### src/rtl/hrc_pkg.sv
package hrc_pkg;
  localparam int unsigned CTRL_W    = 3;
  localparam int unsigned LANE_MAIN = 0;
  localparam int unsigned LANE_RX   = 1;
  localparam int unsigned NUM_LANES = 2;

  typedef enum logic {
    SEL_CTRL = 1'b0,
    SEL_CMD  = 1'b1
  } hrc_sel_e;

  // bit 2: split routing, bit 1: tx enable, bit 0: rx enable
  typedef struct packed {
    logic split;
    logic tx_en;
    logic rx_en;
  } hrc_ctrl_t;
endpackage

### src/rtl/hrc_ctrl_reg.sv
module hrc_ctrl_reg
  import hrc_pkg::*;
(
  input  logic      clk,
  input  logic      rst_n,
  input  logic      wr_en,
  input  hrc_ctrl_t wr_val,
  output hrc_ctrl_t ctrl_q
);
  always_ff @(posedge clk or negedge rst_n) begin
    if (!rst_n)      ctrl_q <= '0;
    else if (wr_en)  ctrl_q <= wr_val;
  end
endmodule

### src/rtl/hrc_req_route.sv
module hrc_req_route
  import hrc_pkg::*;
(
  input  logic                 clk,
  input  logic                 rst_n,
  input  hrc_ctrl_t            ctrl,
  input  logic                 tx_empty,
  input  logic                 rx_full,
  output logic [NUM_LANES-1:0] req_q
);
  logic                 tx_term;
  logic                 rx_term;
  logic [NUM_LANES-1:0] req_d;

  assign tx_term = ctrl.tx_en & tx_empty;
  assign rx_term = ctrl.rx_en & rx_full;

  always_comb begin
    req_d = '0;
    if (ctrl.split) begin
      req_d[LANE_MAIN] = tx_term;
      req_d[LANE_RX]   = rx_term;
    end else begin
      req_d[LANE_MAIN] = tx_term | rx_term;
    end
  end

  always_ff @(posedge clk or negedge rst_n) begin
    if (!rst_n) req_q <= '0;
    else        req_q <= req_d;
  end
endmodule

### src/rtl/hrc_cmd_reg.sv
module hrc_cmd_reg #(
  parameter int unsigned VEC_W = 7
) (
  input  logic             clk,
  input  logic             rst_n,
  input  logic             sw_clr,
  input  logic             wr_en,
  input  logic [VEC_W:0]   wr_val,
  input  logic             ack,
  output logic             flag_q,
  output logic [VEC_W-1:0] vec_q
);
  always_ff @(posedge clk or negedge rst_n) begin
    if (!rst_n) begin
      flag_q <= 1'b0;
      vec_q  <= '0;
    end else if (sw_clr) begin
      flag_q <= 1'b0;
      vec_q  <= '0;
    end else if (flag_q) begin
      // pending: host writes are locked out, only the core may retire it
      if (ack) flag_q <= 1'b0;
    end else if (wr_en) begin
      flag_q <= wr_val[VEC_W];
      vec_q  <= wr_val[VEC_W-1:0];
    end
  end
endmodule

### src/rtl/hrc_host_req_cmd.sv
module hrc_host_req_cmd
  import hrc_pkg::*;
#(
  parameter  int unsigned VEC_W = 7,
  localparam int unsigned REG_W = VEC_W + 1
) (
  input  logic             clk,
  input  logic             rst_n,
  input  logic             sw_clr,
  input  logic             host_wr,
  input  logic             host_sel,
  input  logic [REG_W-1:0] host_wdata,
  output logic [REG_W-1:0] host_rdata,
  input  logic             tx_empty,
  input  logic             rx_full,
  output logic             req_main,
  output logic             req_rx,
  output logic             cmd_pending,
  output logic [VEC_W-1:0] cmd_vector,
  input  logic             cmd_ack
);
  hrc_ctrl_t            ctrl_q;
  logic                 ctrl_wr;
  logic                 cmd_wr;
  logic [NUM_LANES-1:0] req_q;

  assign ctrl_wr = host_wr && (host_sel == SEL_CTRL);
  assign cmd_wr  = host_wr && (host_sel == SEL_CMD);

  hrc_ctrl_reg u_ctrl (
    .clk    (clk),
    .rst_n  (rst_n),
    .wr_en  (ctrl_wr),
    .wr_val (hrc_ctrl_t'(host_wdata[CTRL_W-1:0])),
    .ctrl_q (ctrl_q)
  );

  hrc_req_route u_route (
    .clk      (clk),
    .rst_n    (rst_n),
    .ctrl     (ctrl_q),
    .tx_empty (tx_empty),
    .rx_full  (rx_full),
    .req_q    (req_q)
  );

  hrc_cmd_reg #(.VEC_W(VEC_W)) u_cmd (
    .clk    (clk),
    .rst_n  (rst_n),
    .sw_clr (sw_clr),
    .wr_en  (cmd_wr),
    .wr_val (host_wdata),
    .ack    (cmd_ack),
    .flag_q (cmd_pending),
    .vec_q  (cmd_vector)
  );

  assign req_main = req_q[LANE_MAIN];
  assign req_rx   = req_q[LANE_RX];

  always_comb begin
    if (host_sel == SEL_CTRL) host_rdata = {{(REG_W-CTRL_W){1'b0}}, ctrl_q};
    else                      host_rdata = {cmd_pending, cmd_vector};
  end
endmodule

### config.mk
export PLATFORM = sky130hd
export DESIGN_NAME = hrc_host_req_cmd
export DESIGN_NICKNAME = d
export VERILOG_FILES = /design/src/rtl/hrc_pkg.sv /design/src/rtl/hrc_ctrl_reg.sv /design/src/rtl/hrc_req_route.sv /design/src/rtl/hrc_cmd_reg.sv /design/src/rtl/hrc_host_req_cmd.sv
export SDC_FILE = /design/constraint.sdc
export NUM_CORES = 1
export LEC_CHECK = 0
export BUFFER_PORTS_ARGS = -buffer_cell sky130_fd_sc_hd__buf_2
export CAP_MARGIN = 20
export CORE_AREA = 2 2 43 45
export DETAILED_ROUTE_END_ITERATION = 7
export DIE_AREA = 0 0 45 47
export PLACE_DENSITY = 0.74
export REMOVE_ABC_BUFFERS = 1
export SETUP_SLACK_MARGIN = 0.02
export SLEW_MARGIN = 0
export SYNTH_ARGS = -nofsm -noshare
export SYNTH_HDL_FRONTEND = slang
export SYNTH_HIERARCHICAL = 1
export SYNTH_SLANG_ARGS = --single-unit
### constraint.sdc
create_clock -name clk -period 1.45 [get_ports clk]
set_input_delay 0.29 -clock clk [delete_from_list [all_inputs] [get_ports clk]]
set_output_delay 0.29 -clock clk [all_outputs]
set_load 0.02 [all_outputs]
==> out/qor.csv <==
stage;metric;value;unit
clocking;cts_buffers;3;
synth;synth_area_leader_cell;dfrtp_1;
routing;dr.pass1.iters;3;
setup_path;cp_slowest_cell;dfrtp_1;
grt;grt_pass1_vias;518;
setup_path;reg2reg_depth;3;
timing;finalSetupViolCount;0;
pwr;seqPwrFrac;49.6;%
pwr;swShare;28.0;%
cells_and_area;diodes;0;
synth;synth_edf_count;0;
synth;synth.distinct_cells;16;
placement;gp_congestion;0.737;
pwr;power_frac_clock;26.2;%
timing;hold_violations;0;
setup_path;rr_endpoint;u_cmd/vec_q[4]$_DFFE_PN0P_;
placement;io_buffers;33;
clocking;clockBufferDepth;2;
setup_path;critPathRequiredTime;1.16;ns
grt;grt_util_all_layers;15.1;%
timing;fmax;724;MHz
die;chipHeight;47;um
pwr;intPower;0.596;mW
routing;drt.antenna.violating_nets;0;
synth;synth_commonest_cells;dfrtp_1, nand2b_1, nand4bb_1;
die;design.die.area;2120;um2
synth;ys_seq_area_share;47.2;%
cells_and_area;syn2layout_area_growth;33.9;%
pwr;p_leak;0.479;nW
placement;pre_cts_slack;0.202;ns
run;maxCapViolCount;0;
synth;synthTopCellsByArea;dfrtp_1, nand4bb_1, nand2b_1, and2_2, mux2_4;
hold_path;hold_path_class;in -> reg;
die;start_util;41.7;%
pwr;pwr_density_cell;896;nW/um2
setup_path;path_class;reg -> out;
timing;clock_skew;0.00189;ns
clocking;cts.clk_slew.worst_paths;0.08;ns
clocking;cts-root-buf;clkbuf_4;
clocking;numClockSinks;13;
synth;syn_inst;57;
setup_path;arrival;1.09;ns
grt;grt-ovfl-total;0;
synth;yosys_warnings;6;
synth;synth_seq_cells;13;
pwr;ir_drop;0.434;mV
run_status;status;finished clean;
routing;wirelength;1480;um
grt;antenna_found_initial;0;
cells_and_area;utilization;55.9;%
timing;rsz0062_at_grt;no;
setup_path;cp-start-kind;flop;
synth;ys.flop_type;dfrtp_1;
clocking;cts_max_level;1;
synth;syn_area_per_cell;12.1;um2
grt;grt_max_degree;16;
timing;final.setup.tns;0;ns
die;die_w;45;um
routing;drtIter0Drc;13;
setup_path;r2r_slack;0.36;ns
die;rows;15;
grt;grt_pass1_wl;2280;um
setup_path;cp_slowest_stage_delay;0.40;ns
timing;slew_viol_final;0;
die;coreArea;1650;um2
clocking;cts_tree;done;
hold_path;min_from;tx_empty;
synth;async_flop_share;100;%
hold_path;hold_path_end;u_route/req_q[0]$_DFF_PN0_;
pwr;pwr-share-comb;24.2;%
placement;dpl.hpwl;1070;um
setup_path;path_max_fanout;4;
hold_path;whs_path_depth;3;
die;num_io_pins;34;
synth;synth_top_area_share;47.2;%
clocking;clk_latency;0.26;ns
setup_path;cp-end-kind;output pin;
setup_path;timing.rr.start;u_cmd/flag_q$_DFF_PN0_;
routing;drc_errors;0;
synth;netlist_area;689;um2
timing;worst_slack;0.0683;ns
cells_and_area;drive_gt1_share;59.4;%
timing;post-route-period-util;95.3;%
routing;wl_per_cell;13.1;um
timing;finalCriticalPeriod;1.38;ns
setup_path;crit_chain;mux2_4 > buf_4;
routing;via_per_inst;5.06;
timing;worstMarginPinSlew;0.299;ns
pwr;power;0.827;mW
pwr;p_sw;0.232;mW
synth;synth.most_common_cell;dfrtp_1;
routing;vias;572;
cells_and_area;nNetsFinal;113;
timing;slew_headroom;80.1;%
## layout by cell type, fill, tap and decap left out, types with 2 or more instances in the layout
master      n
o21ai_1     5
dfrtp_1    12
and2_2      6
clkbuf_4    3
nand2b_1    8
buf_2      32
o21ai_2     3
mux2_2      3
nand4bb_1   7
mux2_4      3
buf_4       4
nand2_1     2
## registers in the layout, indices dropped and copies added (netlist names)
signal         cells
u_route/req_q      2
u_ctrl/ctrl_q      3
u_cmd/flag_q       1
u_cmd/vec_q        7
## through the flow
stage	std cells	area (um2)	hold WS, ns
final	113	923	0.220
after global routing	113	923	0.242
after CTS	110	898	0.214
after detailed placement	105	861	0.193
after global placement	105	861	0.187
after floorplan	55	674	-0.00559
## power groups by stage
| stage | registers, mW | clock network (mW) | logic [mW] |
|---|---|---|---|
| after floorplan | 0.438 | 0 | 0.0914 |
| after global placement | 0.420 | 0 | 0.183 |
| after detailed placement | 0.422 | 0 | 0.186 |
| after CTS | 0.415 | 0.227 | 0.188 |
| after global routing | 0.414 | 0.250 | 0.217 |
| final | 0.411 | 0.217 | 0.200 |
## cell type report
type | instances | area, um2
clock buffers | 4 | 26.3
fillers | 158 | 728
multi-input cells | 42 | 349
flip-flops and latches | 13 | 327
well taps | 17 | 21.3
repair buffers | 37 | 200
## critical path: cells and delay by family (launching register included)
family / cells / cell delay, ns
mux: 1 / 0.27
buf+inv: 1 / 0.15
flops: 1 / 0.40
## worst max path at each step
| stage | from | endpoint | slack (ns) | cells past startpoint |
|---|---|---|---|---|
| 2_1_floorplan | u_cmd/flag_q$_DFF_PN0_ | host_rdata[7] | 0.38 | 1 |
| 3_3_place_gp | host_sel | host_rdata[2] | 0.21 | 3 |
| 3_5_place_dp | host_sel | host_rdata[2] | 0.20 | 3 |
| 4_1_cts | u_ctrl/ctrl_q[2]$_DFFE_PN0P_ | host_rdata[2] | 0.03 | 2 |
| 5_1_grt | u_ctrl/ctrl_q[0]$_DFFE_PN0P_ | host_rdata[0] | 0.02 | 2 |
| 6_report | u_ctrl/ctrl_q[0]$_DFFE_PN0P_ | host_rdata[0] | 0.07 | 2 |
## per-layer routing
metal / track usage [%] / up-vias / part of all wire (%)
li1: - / 279 / -
met1: 19.6 / 270 / 44
met2: 24.0 / 21 / 48
met3: 2.31 / 2 / 6.1
met4: 8.82 / 0 / 1.7
met5: 0 / - / 0
## kinds of logic (layout without fill, tap and decap cells)
logic type / count (synthesis) / after routing / synth area share, %
simple gates: 27 / 27 / 31.0
compound gates: 9 / 9 / 8.17
flops: 13 / 13 / 47.2
buf+inv: 2 / 41 / 2.18
mux: 6 / 6 / 11.4
## what timing repair did
action / in CTS / in global routing
setup endpoints to repair: 1 / 3
hold endpoints to repair: 13 / 0
hold buffers: 1 / 0
gates resized for setup: 1 / 1
setup buffers: 0 / 3
Power figures use the tool's default switching activity.
